## src/rtl/cap_ring_pkg.sv

```systemverilog
package cap_ring_pkg;

  typedef enum logic [1:0] {
    MODE_EARLY  = 2'd0,
    MODE_CENTER = 2'd1,
    MODE_LATE   = 2'd2,
    MODE_CONT   = 2'd3
  } capMode_e;

  // strobes from control to datapath
  typedef struct packed {
    logic clear;
    logic wrEn;
    logic latchTrig;
  } ringCtl_t;

  function automatic int postShare(input int depth, input int pct);
    return (depth * pct) / 100;
  endfunction

endpackage

```

## src/rtl/cap_ring_fsm.sv

```systemverilog
module cap_ring_fsm
  import cap_ring_pkg::*;
#(
  parameter int DEPTH = 64
) (
  input  logic       clk,
  input  logic       rstN,
  input  logic       armIn,
  input  logic       stopIn,
  input  logic       trigIn,
  input  logic [1:0] modeSel,
  output ringCtl_t   ctl,
  output logic       running,
  output logic       capDone,
  output logic       trigSeen
);
  localparam int CNT_W = $clog2(DEPTH + 1);
  localparam logic [CNT_W-1:0] POST_EARLY  = CNT_W'(postShare(DEPTH, 88));
  localparam logic [CNT_W-1:0] POST_CENTER = CNT_W'(DEPTH / 2);
  localparam logic [CNT_W-1:0] POST_LATE   = CNT_W'(postShare(DEPTH, 12));

  typedef enum logic [1:0] {ST_IDLE, ST_RUN, ST_DONE} st_e;

  st_e             stateQ;
  capMode_e        modeQ;
  logic            trigSeenQ;
  logic [CNT_W-1:0] remQ;
  logic [CNT_W-1:0] postLoad;
  logic            trigHit;
  logic            lastWrite;

  always_comb begin
    unique case (modeQ)
      MODE_EARLY:  postLoad = POST_EARLY;
      MODE_CENTER: postLoad = POST_CENTER;
      MODE_LATE:   postLoad = POST_LATE;
      default:     postLoad = POST_CENTER;
    endcase
  end

  assign running       = (stateQ == ST_RUN);
  assign capDone       = (stateQ == ST_DONE);
  assign trigSeen      = trigSeenQ;
  assign ctl.clear     = armIn;
  assign ctl.wrEn      = running && !stopIn && !armIn;
  assign trigHit       = ctl.wrEn && trigIn && !trigSeenQ;
  assign ctl.latchTrig = trigHit;
  assign lastWrite     = ctl.wrEn && (modeQ != MODE_CONT) &&
                         ((trigHit && postLoad == CNT_W'(1)) ||
                          (trigSeenQ && remQ == CNT_W'(1)));

  always_ff @(posedge clk or negedge rstN) begin
    if (!rstN) begin
      stateQ    <= ST_IDLE;
      modeQ     <= MODE_EARLY;
      trigSeenQ <= 1'b0;
      remQ      <= '0;
    end else if (armIn) begin
      stateQ    <= ST_RUN;
      modeQ     <= capMode_e'(modeSel);
      trigSeenQ <= 1'b0;
      remQ      <= '0;
    end else if (running) begin
      if (stopIn) begin
        stateQ <= ST_DONE;
      end else begin
        if (trigHit) begin
          trigSeenQ <= 1'b1;
          remQ      <= postLoad - CNT_W'(1);
        end else if (trigSeenQ && modeQ != MODE_CONT) begin
          remQ <= remQ - CNT_W'(1);
        end
        if (lastWrite) stateQ <= ST_DONE;
      end
    end
  end

  // finished capture stays finished until re-armed
  a_r7_done_holds: assert property (@(posedge clk) disable iff (!rstN)
    capDone && !armIn |=> capDone);

  // exhausted post count ends the capture on the next edge
  a_r3_post_exhausted: assert property (@(posedge clk) disable iff (!rstN)
    ctl.wrEn && trigSeenQ && remQ == CNT_W'(1) && modeQ != MODE_CONT |=> capDone);

  // continuous mode never stops by itself
  a_r6_cont_keeps_running: assert property (@(posedge clk) disable iff (!rstN)
    running && modeQ == MODE_CONT && !stopIn && !armIn |=> running);

  // a taken trigger is kept for the rest of the capture
  a_r11_trig_sticky: assert property (@(posedge clk) disable iff (!rstN)
    trigSeenQ && !armIn |=> trigSeenQ);

endmodule

```

## src/rtl/cap_ring_store.sv

```systemverilog
module cap_ring_store
  import cap_ring_pkg::*;
#(
  parameter int DATA_W = 16,
  parameter int DEPTH  = 64,
  localparam int ADDR_W = $clog2(DEPTH)
) (
  input  logic              clk,
  input  logic              rstN,
  input  ringCtl_t          ctl,
  input  logic [DATA_W-1:0] probeIn,
  input  logic [ADDR_W-1:0] rdAddr,
  output logic [DATA_W-1:0] rdData,
  output logic [ADDR_W-1:0] oldestAddr,
  output logic [ADDR_W-1:0] trigAddr,
  output logic [ADDR_W:0]   validCount
);
  localparam logic [ADDR_W:0] FULL = (ADDR_W + 1)'(DEPTH);

  logic [DATA_W-1:0] ringMem [DEPTH];
  logic [ADDR_W-1:0] wrPtrQ;
  logic [ADDR_W-1:0] trigAddrQ;
  logic [ADDR_W:0]   fillQ;
  logic [ADDR_W-1:0] physRd;

  always_ff @(posedge clk) begin
    if (ctl.wrEn) ringMem[wrPtrQ] <= probeIn;
  end

  always_ff @(posedge clk or negedge rstN) begin
    if (!rstN) begin
      wrPtrQ    <= '0;
      fillQ     <= '0;
      trigAddrQ <= '0;
    end else if (ctl.clear) begin
      wrPtrQ    <= '0;
      fillQ     <= '0;
      trigAddrQ <= '0;
    end else if (ctl.wrEn) begin
      wrPtrQ <= wrPtrQ + ADDR_W'(1);
      if (fillQ != FULL) fillQ <= fillQ + (ADDR_W + 1)'(1);
      if (ctl.latchTrig) trigAddrQ <= wrPtrQ;
    end
  end

  assign oldestAddr = wrPtrQ - fillQ[ADDR_W-1:0];
  assign physRd     = oldestAddr + rdAddr;
  assign rdData     = ({1'b0, rdAddr} < fillQ) ? ringMem[physRd] : '0;
  assign trigAddr   = trigAddrQ;
  assign validCount = fillQ;

  // fill never exceeds the ring size
  a_r2_fill_bounded: assert property (@(posedge clk) disable iff (!rstN)
    fillQ <= FULL);

  // each write below full grows the fill by one
  a_r2_fill_step: assert property (@(posedge clk) disable iff (!rstN)
    ctl.wrEn && !ctl.clear && fillQ != FULL |=> fillQ == $past(fillQ) + 1'b1);

  // write slot frozen without a write strobe
  a_r7_ptr_frozen: assert property (@(posedge clk) disable iff (!rstN)
    !ctl.wrEn && !ctl.clear |=> $stable(wrPtrQ));

  // trigger slot only moves on a latch strobe
  a_r9_trig_kept: assert property (@(posedge clk) disable iff (!rstN)
    !ctl.latchTrig && !ctl.clear |=> $stable(trigAddrQ));

endmodule

```

## src/rtl/capture_ring_ctrl.sv

```systemverilog
module capture_ring_ctrl
  import cap_ring_pkg::*;
#(
  parameter int DATA_W = 16,
  parameter int DEPTH  = 64,
  localparam int ADDR_W = $clog2(DEPTH)
) (
  input  logic              clk,
  input  logic              rstN,
  input  logic              armIn,
  input  logic              stopIn,
  input  logic              trigIn,
  input  logic [1:0]        modeSel,
  input  logic [DATA_W-1:0] probeIn,
  input  logic [ADDR_W-1:0] rdAddr,
  output logic [DATA_W-1:0] rdData,
  output logic              capRunning,
  output logic              capDone,
  output logic              trigSeen,
  output logic [ADDR_W-1:0] trigAddr,
  output logic [ADDR_W-1:0] oldestAddr,
  output logic [ADDR_W:0]   validCount
);
  ringCtl_t ctl;

  cap_ring_fsm #(.DEPTH(DEPTH)) uFsm (
    .clk(clk), .rstN(rstN), .armIn(armIn), .stopIn(stopIn), .trigIn(trigIn),
    .modeSel(modeSel), .ctl(ctl), .running(capRunning), .capDone(capDone),
    .trigSeen(trigSeen)
  );

  cap_ring_store #(.DATA_W(DATA_W), .DEPTH(DEPTH)) uStore (
    .clk(clk), .rstN(rstN), .ctl(ctl), .probeIn(probeIn), .rdAddr(rdAddr),
    .rdData(rdData), .oldestAddr(oldestAddr), .trigAddr(trigAddr),
    .validCount(validCount)
  );

endmodule

```

## config.mk

```make
export PLATFORM = sky130hd
export DESIGN_NAME = capture_ring_ctrl
export DESIGN_NICKNAME = d
export VERILOG_FILES = /design/src/rtl/cap_ring_pkg.sv /design/src/rtl/cap_ring_fsm.sv /design/src/rtl/cap_ring_store.sv /design/src/rtl/capture_ring_ctrl.sv
export SDC_FILE = /design/constraint.sdc
export NUM_CORES = 1
export LEC_CHECK = 0
export BUFFER_PORTS_ARGS = -buffer_cell sky130_fd_sc_hd__buf_2
export CAP_MARGIN = 5
export CORE_ASPECT_RATIO = 2
export CORE_MARGIN = 5
export CORE_UTILIZATION = 62
export CTS_CLUSTER_SIZE = 25
export DETAILED_ROUTE_END_ITERATION = 6
export PLACE_DENSITY = 0.79
export REMOVE_ABC_BUFFERS = 1
export SLEW_MARGIN = 10
export SYNTH_ARGS = -nofsm -noshare
export SYNTH_HDL_FRONTEND = slang
export SYNTH_SLANG_ARGS = --single-unit
```

## constraint.sdc

```tcl
create_clock -name clk -period 4.4 [get_ports clk]
set_input_delay 0.88 -clock clk [delete_from_list [all_inputs] [get_ports clk]]
set_output_delay 0.88 -clock clk [all_outputs]
set_load 0.01 [all_outputs]
```

==> metrics.md <==
| Metric | Value |
|---|---|
| Post-synth top flop | `edfxtp_1` |
| Clock slew at reported path FFs | `0.06 ns` |
| PD cells | `544.6 nW/um^2` |
| Register area | `31530 sq um` |
| Post-synthesis sequential area ratio | `75.67%` |
| Cell variety after synth | `62` |
| Final setup fails | `16` |
| Final number of hold-violating endpoints | `0` |
| # IOs | `67` |
| CP Class | `reg2out` |
| Rows | `134` |
| Gr ovfl total | `0` |
| Peak supply drop | `0.0003528 V` |
| All-Layer GR Usage | `32.92%` |
| Area of the multi-input gates | `10230 sq um` |
| RSZ-0062 raised after global routing | `yes` |
| Post-Syn Area | `41660 sq um` |
| Reg-to-reg setup timing slack | `0.97 ns` |
| Async set-reset flop share out of synthesis | `2.938%` |
| Filler cell count | `3463` |
| Vias in the first global route | `24032` |
| Switching share of power | `28.97%` |
| H-tree Lvls | `3` |
| Crit path launch type | `flop` |
| Sequential power share | `40.8%` |
| Critical-path maximum fanout | `7` |
| Combinational cell fraction of total power | `30.7%` |
| Area delta synth->final | `19.18%` |
| Worst path required time | `3.52 ns` |
| Initial antenna violation count | `4` |
| Die width | `193.3 um` |
| Clk Latency, worst-skew pair | `0.66 ns` |
| Die area | `72790 sq um` |
| P_int | `0.01921 W` |
| Failing checks | `design-rule violations, negative setup slack` |
| Final net count | `2367` |
| Post-synth EDFFs | `1024` |
| Switch Pwr | `0.007832 W` |
| R2r worst-path depth | `5` |
| CTS Buf Count | `87` |
| DRC Markers | `1` |
| 1st-pass router iterations | `7` |
| Worst setup path startpoint | `uStore.wrPtrQ[0]$_DFFE_PN0P_` |
| Routed vias/inst | `7.071` |
| Vias | `23095` |
| Hpwl dp | `67970 um` |
| Max_cap viols | `0` |
| Period utilisation layout | `125.8%` |
| Layout cell share with drive strength beyond 1 | `38.60%` |
| Pwr Total | `0.02704 W` |
| Die Span Y | `376.6 um` |
| Reg-to-Reg End | `uStore.ringMem[18][5]$_DFFE_PP_` |
| Gpl congestion | `0.9286` |
| Clock buffer depth | `3` |
| CP arrival | `4.66 ns` |
| Crit end category | `output pin` |
| Final worst slack | `-1.137 ns` |
| CTS tree | `yes` |
| M1 WL | `35530 um` |
| Fmax | `180.6 MHz` |
| Layout Skew | `0.02263 ns` |
| Core area | `66730 sq um` |
| Highest Signal Layer | `met5` |
| Met3 routed WL | `10640 um` |
| CTS sink count | `1055` |
| #FFs+latches synth | `1055` |
| IO buf count | `66` |
| Post-Synthesis Cells | `1911` |
| DR WL met2 | `63070 um` |
| Worst min-delay path class | `in2async` |
| Starting Density | `62.43%` |
| Largest net degree at the start of global routing | `65` |
| Clock power share | `28.5%` |
| Total Wirelength | `121100 um` |
| Hold Buf Count CTS | `0` |
| P_leak | `16.68 nW` |
| Root Buffer | `clkbuf_16` |
| Syn_area_per_cell | `21.80 sq um` |
| Setup TNS | `-16.07 ns` |
| Status | `complete, but fails checks` |
| Synth warnings | `0` |
| Max Slew Vio Count | `0` |
| Routed Antenna Nets | `0` |
| Wire per inst | `37.08 um` |
| Iter 0 DRT Violations | `3508` |
| Actual slew at the worst max-slew pin | `1.333 ns` |
| Hold slack | `0.2814 ns` |
| Post-Place Worst Slack | `-0.4768 ns` |
| Slew headroom | `11.16%` |
| Fin crit period | `5.537 ns` |
| First-pass GRT wire length | `170800 um` |
| Reg2reg start | `uFsm.stateQ[1]$_DFFE_PN0P_` |
==> power by group through the flow <==
stage,Sequential [W],Combinational (W),Clock [W]
4_1_cts,0.0110,0.00766,0.00768
2_1_floorplan,0.0113,0.00450,0
3_5_place_dp,0.0113,0.00629,0
5_1_grt,0.0110,0.00846,0.00819
3_3_place_gp,0.0113,0.00614,0
6_report,0.0110,0.00830,0.00770
==> critical path, cell delays in order, from the launching register on <==
cell and delay [ns]:
dfrtp_1 0.40, inv_2 0.08, ha_4 0.13, inv_2 0.04, fa_2 0.55, fa_4 0.66, buf_12 0.17, buf_12 0.14
buf_16 0.15, buf_16 0.13, buf_12 0.14, buf_12 0.13, buf_12 0.12, mux4_2 0.32, mux2i_1 0.17, buf_4 0.16
a22oi_2 0.05, a32o_2 0.29, buf_6 0.12
==> per-layer routing <==
layer | vias to the layer above | GRT usage, %
li1 | 8826 | -
met1 | 11790 | 36.73
met2 | 1977 | 56.42
met3 | 500 | 5.548
met4 | 2 | 25.52
met5 | - | 0
==> cells by family (layout without fill, tap and decap cells) <==
| kind of cell | count (synthesis) | in the layout | share of synthesized area [%] |
|---|---|---|---|
| compound gates | 140 | 140 | 2.709 |
| xor+xnor | 12 | 12 | 0.2523 |
| fa+ha+maj | 23 | 23 | 0.7268 |
| buf+inv | 115 | 585 | 1.589 |
| flops | 1055 | 1055 | 75.67 |
| mux | 386 | 386 | 16.97 |
| other cells | 0 | 1 | 0 |
| simple gates | 180 | 180 | 2.084 |
==> synthesized netlist by cell type, drive strengths merged (7+ instances only) <==
| cell type | number | area, sq um |
|---|---|---|
| nand3b | 8 | 60.06 |
| edfxtp | 1024 | 30750 |
| buf | 75 | 510.5 |
| nor3 | 8 | 51.30 |
| mux4 | 256 | 5766 |
| a32o | 17 | 175.2 |
| inv | 15 | 56.30 |
| nand3 | 10 | 50.05 |
| mux2i | 128 | 1281 |
| dfrtp | 31 | 775.7 |
| ha | 21 | 262.8 |
| clkbuf | 25 | 95.09 |
| o21ai | 11 | 55.05 |
| nor2 | 89 | 336.6 |
| nor2b | 7 | 43.79 |
| a221oi | 16 | 140.1 |
| a21oi | 20 | 100.1 |
| nand2 | 29 | 108.9 |
| xor2 | 8 | 70.07 |
| a22oi | 34 | 255.2 |
| a22o | 16 | 140.1 |
==> what timing repair did <==
action | CTS | global route
cloned | 12 | 3
setup endpoints to repair | 16 | 16
setup buffers | 31 | 19
pin swaps | 20 | 28
resized for setup | 154 | 62
==> cell usage in the layout, fill, tap and decap left out, types with 6 or more instances in the layout <==
| master | netlist | layout |
|---|---|---|
| a221oi_4 | 0 | 9 |
| nand3_1 | 10 | 10 |
| clkinvlp_4 | 0 | 9 |
| edfxtp_1 | 1024 | 1024 |
| nand2_1 | 29 | 29 |
| nor2_1 | 88 | 87 |
| a221oi_2 | 0 | 7 |
| a22oi_1 | 34 | 17 |
| mux2i_4 | 0 | 17 |
| mux2i_1 | 128 | 82 |
| buf_16 | 0 | 11 |
| mux2i_2 | 0 | 29 |
| xor2_1 | 8 | 7 |
| clkinv_2 | 0 | 8 |
| ha_1 | 21 | 18 |
| clkbuf_1 | 24 | 24 |
| a22o_1 | 16 | 13 |
| buf_8 | 0 | 7 |
| nor2b_1 | 7 | 6 |
| a32o_2 | 4 | 15 |
| buf_12 | 0 | 40 |
| clkbuf_16 | 0 | 94 |
| inv_1 | 15 | 13 |
| mux4_2 | 256 | 256 |
| nand3b_1 | 8 | 8 |
| a22oi_2 | 0 | 17 |
| dfrtp_1 | 31 | 31 |
| o21ai_0 | 11 | 11 |
| buf_4 | 10 | 265 |
| nor3_1 | 7 | 7 |
| a21oi_1 | 20 | 20 |
| clkinv_1 | 0 | 12 |
| buf_2 | 39 | 49 |
| buf_6 | 19 | 39 |
==> worst max-delay path by stage <==
stage / cells after the start / end / slack (ns)
floorplan: 6 / rdData[14] / -8.73
global placement: 12 / rdData[2] / -0.44
detailed placement: 12 / rdData[10] / -0.48
CTS: 17 / rdData[8] / -1.0
global route: 18 / rdData[10] / -1.25
finish: 18 / rdData[10] / -1.14
==> layout make-up <==
class / count / area share [%]
diodes: 1 / 0.005040
clock buffers: 116 / 4.795
clock inverters: 39 / 0.7207
inverters: 15 / 0.1134
multi-input cells: 741 / 20.61
flip-flops and latches: 1055 / 63.49
well taps: 884 / 2.228
repair buffers: 415 / 8.036
==> metrics by stage <==
stage,cells,utilization (%),cell area [sq um]
final,3266,74.41,49650
after global routing,3266,74.41,49650
after CTS,3248,73.77,49230
after detailed placement,3051,67.58,45090
after global placement,3051,67.58,45090
after floorplan,1811,-,41060
==> state kept, by name (all words and copies together) (netlist names) <==
register / count
uFsm.modeQ: 2
uFsm.trigSeen: 1
uStore.trigAddr: 6
uStore.validCount: 7
uFsm.remQ: 7
uStore.wrPtrQ: 6
uFsm.stateQ: 2
uStore.ringMem: 1024
Note: power is estimated with default switching activity, not from simulation.
